File: src/rtl/dbn_pkg.sv
package dbn_pkg;
    localparam int unsigned DBN_LINES_DEFAULT   = 3;
    localparam int unsigned DBN_CONFIRM_DEFAULT = 12;
    localparam int unsigned DBN_SYNC_DEFAULT    = 2;

    function automatic int unsigned dbn_cnt_width(input int unsigned limit);
        return (limit < 2) ? 1 : $clog2(limit + 1);
    endfunction
endpackage

File: src/rtl/dbn_sync.sv
module dbn_sync #(
    parameter int unsigned LINES  = dbn_pkg::DBN_LINES_DEFAULT,
    parameter int unsigned STAGES = dbn_pkg::DBN_SYNC_DEFAULT
) (
    input  logic             clk_i,
    input  logic             rst_ni,
    input  logic [LINES-1:0] async_i,
    output logic [LINES-1:0] sync_o
);
    typedef struct packed {
        logic [LINES-1:0][STAGES-1:0] chain;
    } sync_state_t;

    sync_state_t st_d, st_q;

    always_comb begin
        st_d = st_q;
        for (int unsigned b = 0; b < LINES; b++) begin
            st_d.chain[b][0] = async_i[b];
            for (int unsigned s = 1; s < STAGES; s++) begin
                st_d.chain[b][s] = st_q.chain[b][s-1];
            end
        end
    end

    always_ff @(posedge clk_i or negedge rst_ni) begin
        if (!rst_ni) st_q <= '1;
        else         st_q <= st_d;
    end

    for (genvar b = 0; b < LINES; b++) begin : g_out
        assign sync_o[b] = st_q.chain[b][STAGES-1];
    end


    sync_delay_chk: assert property (@(posedge clk_i) disable iff (!rst_ni)
        ($past(rst_ni) && $past(rst_ni, 2)) |-> (sync_o == $past(async_i, STAGES)));
endmodule

File: src/rtl/dbn_window_timer.sv
module dbn_window_timer #(
    parameter int unsigned CONFIRM = dbn_pkg::DBN_CONFIRM_DEFAULT,
    localparam int unsigned CW     = dbn_pkg::dbn_cnt_width(CONFIRM)
) (
    input  logic          clk_i,
    input  logic          rst_ni,
    input  logic          tick_i,
    input  logic          arm_i,
    output logic          idle_o,
    output logic          expire_o,
    output logic [CW-1:0] count_o
);
    typedef struct packed {
        logic [CW-1:0] count;
    } tmr_state_t;

    tmr_state_t st_d, st_q;

    always_comb begin
        st_d = st_q;
        if (tick_i) begin
            if (st_q.count == '0) begin
                if (arm_i) st_d.count = CW'(CONFIRM);
            end else begin
                st_d.count = st_q.count - 1'b1;
            end
        end
    end

    always_ff @(posedge clk_i or negedge rst_ni) begin
        if (!rst_ni) st_q <= '0;
        else         st_q <= st_d;
    end

    assign idle_o   = (st_q.count == '0);
    assign expire_o = tick_i && (st_q.count == CW'(1));
    assign count_o  = st_q.count;


    count_bound_chk: assert property (@(posedge clk_i) disable iff (!rst_ni)
        count_o <= CW'(CONFIRM));


    load_value_chk: assert property (@(posedge clk_i) disable iff (!rst_ni)
        (idle_o && arm_i && tick_i) |=> (count_o == CW'(CONFIRM)));


    hold_between_ticks_chk: assert property (@(posedge clk_i) disable iff (!rst_ni)
        !tick_i |=> $stable(count_o));


    step_on_tick_chk: assert property (@(posedge clk_i) disable iff (!rst_ni)
        (tick_i && !idle_o) |=> (count_o == $past(count_o) - 1'b1));
endmodule

File: src/rtl/dbn_commit_unit.sv
module dbn_commit_unit #(
    parameter int unsigned LINES = dbn_pkg::DBN_LINES_DEFAULT
) (
    input  logic             clk_i,
    input  logic             rst_ni,
    input  logic             tick_i,
    input  logic             idle_i,
    input  logic             expire_i,
    input  logic [LINES-1:0] sync_i,
    output logic             arm_o,
    output logic [LINES-1:0] stable_o,
    output logic             report_o
);
    typedef struct packed {
        logic [LINES-1:0] stable;
        logic [LINES-1:0] mask;
        logic             report;
    } cmt_state_t;

    localparam cmt_state_t RESET_ST = '{stable: '1, mask: '0, report: 1'b0};

    cmt_state_t       st_d, st_q;
    logic [LINES-1:0] diff;
    logic [LINES-1:0] flips;

    assign diff  = sync_i ^ st_q.stable;
    assign flips = diff & st_q.mask;
    assign arm_o = tick_i && idle_i && (diff != '0);

    always_comb begin
        st_d        = st_q;
        st_d.report = 1'b0;
        if (arm_o) begin
            st_d.mask = diff;
        end else if (expire_i) begin
            st_d.stable = st_q.stable ^ flips;
            st_d.report = (flips != '0);
            st_d.mask   = '0;
        end
    end

    always_ff @(posedge clk_i or negedge rst_ni) begin
        if (!rst_ni) st_q <= RESET_ST;
        else         st_q <= st_d;
    end

    assign stable_o = st_q.stable;
    assign report_o = st_q.report;


    masked_only_chk: assert property (@(posedge clk_i) disable iff (!rst_ni)
        1'b1 |=> ((stable_o ^ $past(stable_o)) & ~$past(st_q.mask)) == '0);


    report_pairs_change_chk: assert property (@(posedge clk_i) disable iff (!rst_ni)
        report_o |-> (stable_o != $past(stable_o)));


    report_single_chk: assert property (@(posedge clk_i) disable iff (!rst_ni)
        report_o |=> !report_o);


    no_capture_in_window_chk: assert property (@(posedge clk_i) disable iff (!rst_ni)
        (!idle_i && !expire_i) |=> $stable(st_q.mask));
endmodule

File: src/rtl/shared_window_debouncer.sv
module shared_window_debouncer #(
    parameter int unsigned LINES   = dbn_pkg::DBN_LINES_DEFAULT,
    parameter int unsigned CONFIRM = dbn_pkg::DBN_CONFIRM_DEFAULT,
    parameter int unsigned STAGES  = dbn_pkg::DBN_SYNC_DEFAULT
) (
    input  logic             clk_i,
    input  logic             rst_ni,
    input  logic             tick_i,
    input  logic [LINES-1:0] btn_raw_i,
    output logic [LINES-1:0] stable_o,
    output logic             report_o
);
    localparam int unsigned CW = dbn_pkg::dbn_cnt_width(CONFIRM);

    logic [LINES-1:0] btn_sync;
    logic             arm;
    logic             idle;
    logic             expire;
    logic [CW-1:0]    count;

    dbn_sync #(.LINES(LINES), .STAGES(STAGES)) i_sync (
        .clk_i   (clk_i),
        .rst_ni  (rst_ni),
        .async_i (btn_raw_i),
        .sync_o  (btn_sync)
    );

    dbn_window_timer #(.CONFIRM(CONFIRM)) i_timer (
        .clk_i    (clk_i),
        .rst_ni   (rst_ni),
        .tick_i   (tick_i),
        .arm_i    (arm),
        .idle_o   (idle),
        .expire_o (expire),
        .count_o  (count)
    );

    dbn_commit_unit #(.LINES(LINES)) i_commit (
        .clk_i    (clk_i),
        .rst_ni   (rst_ni),
        .tick_i   (tick_i),
        .idle_i   (idle),
        .expire_i (expire),
        .sync_i   (btn_sync),
        .arm_o    (arm),
        .stable_o (stable_o),
        .report_o (report_o)
    );


    commit_at_expiry_chk: assert property (@(posedge clk_i) disable iff (!rst_ni)
        (stable_o != $past(stable_o)) |-> $past(expire));


    arm_from_idle_chk: assert property (@(posedge clk_i) disable iff (!rst_ni)
        (count != '0 && $past(count) == '0) |-> $past(tick_i));
endmodule

File: config.mk
export PLATFORM = sky130hd
export DESIGN_NAME = shared_window_debouncer
export DESIGN_NICKNAME = d
export VERILOG_FILES = /design/src/rtl/dbn_pkg.sv /design/src/rtl/dbn_sync.sv /design/src/rtl/dbn_window_timer.sv /design/src/rtl/dbn_commit_unit.sv /design/src/rtl/shared_window_debouncer.sv
export SDC_FILE = /design/constraint.sdc
export NUM_CORES = 1
export LEC_CHECK = 0
export BUFFER_PORTS_ARGS = -buffer_cell sky130_fd_sc_hd__clkbuf_2
export CORE_MARGIN = 8
export CORE_UTILIZATION = 55
export DETAILED_ROUTE_END_ITERATION = 6
export PLACE_DENSITY = 0.75
export RECOVER_POWER = 100
export SYNTH_ARGS = -nofsm -noshare
export SYNTH_HDL_FRONTEND = slang
export SYNTH_SLANG_ARGS = --single-unit
File: constraint.sdc
create_clock -name clk_i -period 2.9 [get_ports clk_i]
set_clock_uncertainty 0.15 [all_clocks]
set_input_delay 0.435 -clock clk_i [delete_from_list [all_inputs] [get_ports clk_i]]
set_output_delay 0.435 -clock clk_i [all_outputs]
set_load 0.005 [all_outputs]
==> impl_metrics.csv, run 1 <==
group,metric,value,unit
synthesis,syn_inst,63,
worst_setup_path,crit_path_max_fanout,7,
worst_setup_path,regToRegStartpoint,"i_timer.count_o[1]",
drt,final_antenna_net_count,0,
clocking,ctsResizeCount,0,
timing,hold_viol,0,
place,port_buffers,9,
timing,final-setup-viol-count,0,
final_layout,final_cell_mix,"dfrtp_1, nand2_1, dfstp_2, clkbuf_2, nand2b_1",
timing,relSlewSlack,0.3277,
pwr,p_leak,0.0003400,uW
synthesis,synth_seq_cells,17,
timing,clock.fmax,476.5,MHz
final_layout,final_layout_size_suffix_gt1_frac,0.2083,
clocking,clkLatencyLatePin,280,ps
worst_setup_path,crit_required,2970,ps
place,dp_hpwl,816,microns
clocking,clock_sinks,17,
worst_setup_path,critical_path_class,"flop to flop",
grt,grt_max_degree,18,
drt,viasPerCell,5.448,
final_layout,post-route-util,0.6212,
drt,drt_first_pass_iters,4,
synthesis,synth_cell_types,24,
timing,tightest_slew,994.5,ps
timing,timing.final.crit_period,2098,ps
place,place_inst,82,
final_layout,finalNonFillerCells,87,
final_layout,syn2layout_area_growth,5.556,%
grt,antenna_found_initial,0,
flow_run,maxCapViolCount,0,
final_layout,fin_nets,79,
synthesis,syn_avg_cell_area,12.15,sq um
pwr,p_per_area,958.2,mW/mm^2
drt,detail_route.wl_per_cell,13.36,microns
synthesis,ys.flop_type,"dfstp_2",
floorplan,initial_core_util,0.5885,
worst_setup_path,r2r_cells,3,
clocking,clockBufferDepth,2,
worst_hold_path,hold_start,"btn_raw_i[0]",
pwr,p_total,774.5,uW
worst_setup_path,startpoint_type,"flop",
drt,vias,474,
floorplan,die_area,0.002842,sq mm
floorplan,rows,13,
floorplan,die_y,53.31,microns
floorplan,pin_count,10,
worst_setup_path,worstPathArrival,2160,ps
clocking,ctsHoldBuffers,1,
grt,grt.overflow.total,0,
final_layout,diodes,0,
status,outcome,"finished clean",
worst_hold_path,holdCritPathClass,"input port to flop",
clocking,cts_inserted_buffers,3,
clocking,cts_tree,"yes",
synthesis,ys_async_sr_fraction,1.000,
floorplan,core_area,0.001301,sq mm
worst_hold_path,hold_path_end,"i_sync.st_d[1]",
pwr,ir_worst_vdd,0.4598,mV
worst_hold_path,whs_path_depth,1,
clocking,htreeDepth,1,
synthesis,synth_area,765.7,sq um
timing,maxSlewViolCount,0,
worst_setup_path,cp-end-kind,"flop",
drt,drt_iter0_drc,8,
drt,routed_wl,1162,microns
synthesis,syn_nets,69,
drt,drc,0,
timing,rsz0062_at_grt,"no",
synthesis,synth_warnings,0,
synthesis,synth_edf_count,0,
clocking,root_buffer,"clkbuf_4",
clocking,postCtsSetupBuffers,0,
grt,grt_pass1_vias,456,
worst_setup_path,r2r_slack,800,ps
timing,fin_crit_sh,0.7236,
timing,fin_tns_setup,0,ps
final_layout,nFillCells,117,
grt,grtUsageTotal,0.09235,
clocking,clkTransAtPathRegs,90,ps
floorplan,die_w,53.31,microns
grt,grt_pass1_wl,1918,microns
place,gp_congestion,0.7658,
final_layout,final_common_cell,"dfrtp_1",
synthesis,seq_area_frac_synth,0.5703,
==> layer usage <==
metal	GRT usage	routed length (microns)
met2	0.1309	493
met5	0	0
met4	0.06303	10
met3	0.03922	67
met1	0.1098	589
==> final cells by class <==
cell class | count | area [sq um] | area share
clock buffers | 4 | 26.28 | 0.03251
repair buffers | 10 | 51.30 | 0.06347
flip-flops and latches | 17 | 436.7 | 0.5402
well taps | 15 | 18.77 | 0.02322
multi-input cells | 40 | 271.5 | 0.3359
inverters | 1 | 3.754 | 0.004644
==> synthesized netlist by cell type, types with 2 or more instances <==
| cell type | instances | area share |
|---|---|---|
| buf_4 | 3 | 0.029 |
| dfrtp_1 | 8 | 0.26 |
| dfstp_2 | 9 | 0.31 |
| mux2_1 | 3 | 0.044 |
| nand2_1 | 7 | 0.034 |
| nand2b_1 | 5 | 0.041 |
| nand3_1 | 3 | 0.020 |
| nor2_1 | 2 | 0.0098 |
| nor3_1 | 2 | 0.013 |
| o21ai_0 | 2 | 0.013 |
| o221ai_1 | 3 | 0.034 |
| xor2_1 | 4 | 0.046 |
==> metrics by stage <==
stage          hold WS (ps)  cell area, sq um  setup WS (ps)
2_1_floorplan        -10.59             765.7           1361
3_3_place_gp          195.6             790.8           1284
3_5_place_dp          197.2             790.8           1257
4_1_cts               60.87             827.0           1263
5_1_grt               46.44             808.3          642.6
6_report              75.94             808.3          801.5
==> where the power goes <==
| part | switching (uW) | internal (uW) |
|---|---|---|
| registers | 101 | 325 |
| logic | 111 | 118 |
| clock network | 66.1 | 53.3 |
==> worst max-delay path, stage by stage, from the launching register on <==
cell and delay, ps:
dfrtp_1 450, nor4b_1 890, nand3_1 190, mux2_1 350
==> kinds of logic after synthesis <==
| group | synth area share |
|---|---|
| AOI/OAI and AO/OA | 0.09315 |
| and+or+nand+nor | 0.1912 |
| DFF | 0.5703 |
| xor gates and xnor gates | 0.04575 |
| muxes | 0.04411 |
| buffers and inverters | 0.05554 |
==> worst max path at each step <==
stage / slack (ps) / cells after the start / start / endpoint
CTS: 1260 / 3 / flop / i_timer.count_o[2]
finish: 800 / 3 / i_timer.count_o[1] / flop
floorplan: 1360 / 3 / flop / i_timer.count_o[2]
detailed placement: 1260 / 4 / tick_i / flop
global route: 640 / 3 / i_timer.count_o[1] / flop
global placement: 1280 / 4 / tick_i / flop
Power figures use the tool's default switching activity.
==> run 2: changes to the inputs <==
--- a/config.mk
+++ b/config.mk
@@ -7,9 +7,9 @@
 export LEC_CHECK = 0
 export BUFFER_PORTS_ARGS = -buffer_cell sky130_fd_sc_hd__clkbuf_2
 export CORE_MARGIN = 8
-export CORE_UTILIZATION = 55
+export CORE_UTILIZATION = 53
 export DETAILED_ROUTE_END_ITERATION = 6
-export PLACE_DENSITY = 0.75
+export PLACE_DENSITY = 0.73
 export RECOVER_POWER = 100
 export SYNTH_ARGS = -nofsm -noshare
 export SYNTH_HDL_FRONTEND = slang
==> constraint.sdc (replaced) <==
create_clock -name clk_i -period 2.15 [get_ports clk_i]
set_clock_uncertainty 0.15 [all_clocks]
set_input_delay 0.3225 -clock clk_i [delete_from_list [all_inputs] [get_ports clk_i]]
set_output_delay 0.3225 -clock clk_i [all_outputs]
set_load 0.005 [all_outputs]
==> run 2 against run 1 <==
Effect of this change: combinational power up 40%; register-to-register slack worse by 420 ps; hold slack better by 130 ps; largest power group unchanged; clock power up 37%; highest routed layer unchanged; sequential power up 35%; total power up 37%; first-iteration DRC count up 25%; non-clock buffer count up 3; critical path depth unchanged; worst setup slack worse by 420 ps; count of clock-buffer cells in the layout unchanged.
==> impl_metrics.csv, run 2 (synthesized netlist as in run 1, its figures left out) <==
group,metric,value,unit
grt,grt_pass1_vias,503,
drt,drt_first_pass_iters,4,
worst_setup_path,critical_path_class,"flop to flop",
final_layout,final_cell_mix,"dfrtp_1, clkbuf_2, nand2_1",
clocking,cts_tree,"yes",
place,port_buffers,9,
final_layout,fin_nets,82,
drt,detail_route.wl_per_cell,13.41,microns
floorplan,pin_count,10,
grt,grt_max_degree,18,
status,outcome,"finished clean",
clocking,htreeDepth,1,
timing,fin_tns_setup,0,ps
clocking,postCtsSetupBuffers,0,
clocking,ctsHoldBuffers,4,
grt,grtUsageTotal,0.09839,
drt,routed_wl,1207,microns
timing,clock.fmax,566.4,MHz
pwr,p_leak,0.0003608,uW
timing,final-setup-viol-count,0,
floorplan,initial_core_util,0.5741,
timing,tightest_slew,839.7,ps
timing,hold_viol,0,
worst_hold_path,holdCritPathClass,"flop to flop",
worst_setup_path,worstPathArrival,1830,ps
timing,relSlewSlack,0.4402,
final_layout,syn2layout_area_growth,10.62,%
timing,rsz0062_at_grt,"no",
floorplan,die_area,0.002917,sq mm
drt,viasPerCell,5.544,
timing,maxSlewViolCount,0,
grt,grt_pass1_wl,2097,microns
final_layout,finalNonFillerCells,90,
timing,fin_crit_sh,0.8212,
clocking,clockBufferDepth,2,
timing,timing.final.crit_period,1765,ps
clocking,clkTransAtPathRegs,90,ps
place,dp_hpwl,852.2,microns
final_layout,nFillCells,114,
drt,drc,0,
drt,final_antenna_net_count,0,
final_layout,final_layout_size_suffix_gt1_frac,0.2400,
floorplan,rows,13,
clocking,clkLatencyLatePin,280,ps
grt,grt.overflow.total,0,
place,place_inst,82,
drt,vias,499,
grt,antenna_found_initial,0,
clocking,ctsResizeCount,0,
worst_setup_path,crit_path_max_fanout,7,
pwr,ir_worst_vdd,0.5588,mV
final_layout,diodes,0,
pwr,p_total,1061,uW
drt,drt_iter0_drc,10,
place,gp_congestion,0.7107,
flow_run,maxCapViolCount,0,
clocking,cts_inserted_buffers,3,
floorplan,core_area,0.001334,sq mm
pwr,p_per_area,1253,mW/mm^2
worst_setup_path,startpoint_type,"flop",
worst_setup_path,cp-end-kind,"flop",
floorplan,die_w,54.01,microns
clocking,root_buffer,"clkbuf_4",
floorplan,die_y,54.01,microns
clocking,clock_sinks,17,
worst_setup_path,crit_required,2220,ps
==> run 2: changes by cell type in the layout (fill, tap and decap cells not counted), sizes merged <==
| cell | before | now |
|---|---|---|
| dlygate4sd3 | 1 | 4 |
==> run 2: path summary, 6_finish.rpt <==
kind	startpoint	end	slack [ps]	depth (start not counted)
min in group asynchronous	rst_ni	i_timer.count_o[0]	490	2
max in group asynchronous	rst_ni	i_commit.st_q[2]	840	2
max reg2reg	i_timer.count_o[1]	flop	380	3
min	i_sync.st_d[1]	i_sync.sync_o[0]	210	0
max	i_timer.count_o[1]	flop	380	3
min reg2reg	i_sync.st_d[1]	i_sync.sync_o[0]	210	0
==> run 2: cell type report <==
cell class                      count  area, sq um  share of cell area
Multi-Input combinational cell     40        277.8              0.3279
Inverter                            1        3.754            0.004431
Sequential cell                    17        436.7              0.5155
Timing Repair Buffer               13        83.83             0.09897
Tap cell                           15        18.77             0.02216
Clock buffer                        4        26.28             0.03102
==> run 2: per-layer routing <==
layer | vias to the layer above | GRT usage | part of all wire
met3 | 5 | 0.03857 | 0.075
met4 | 0 | 0.07377 | 0.035
li1 | 244 | - | -
met5 | - | 0 | 0
met2 | 14 | 0.1448 | 0.44
met1 | 236 | 0.1129 | 0.45
==> run 2: through the flow <==
stage            util  worst slack (ps)  hold WS, ps  cell area, sq um
2_1_floorplan       -             610.6       -123.1             765.7
3_3_place_gp   0.5929             547.0        120.2             790.8
3_5_place_dp   0.5929             529.6        117.8             790.8
4_1_cts        0.6426             503.2        210.2             857.1
5_1_grt        0.6351             208.0        213.5             847.1
6_report       0.6351             384.5        209.6             847.1
==> run 2: worst max-delay path: stages (launching register included) <==
cell and delay, ps:
dfrtp_1 460, nor4b_2 590, nand3_1 160, mux2_1 330
==> run 2: where the power goes <==
part           switching, uW  internal (uW)
sequential               139            438
clock                   91.0           72.1
combinational            153            168
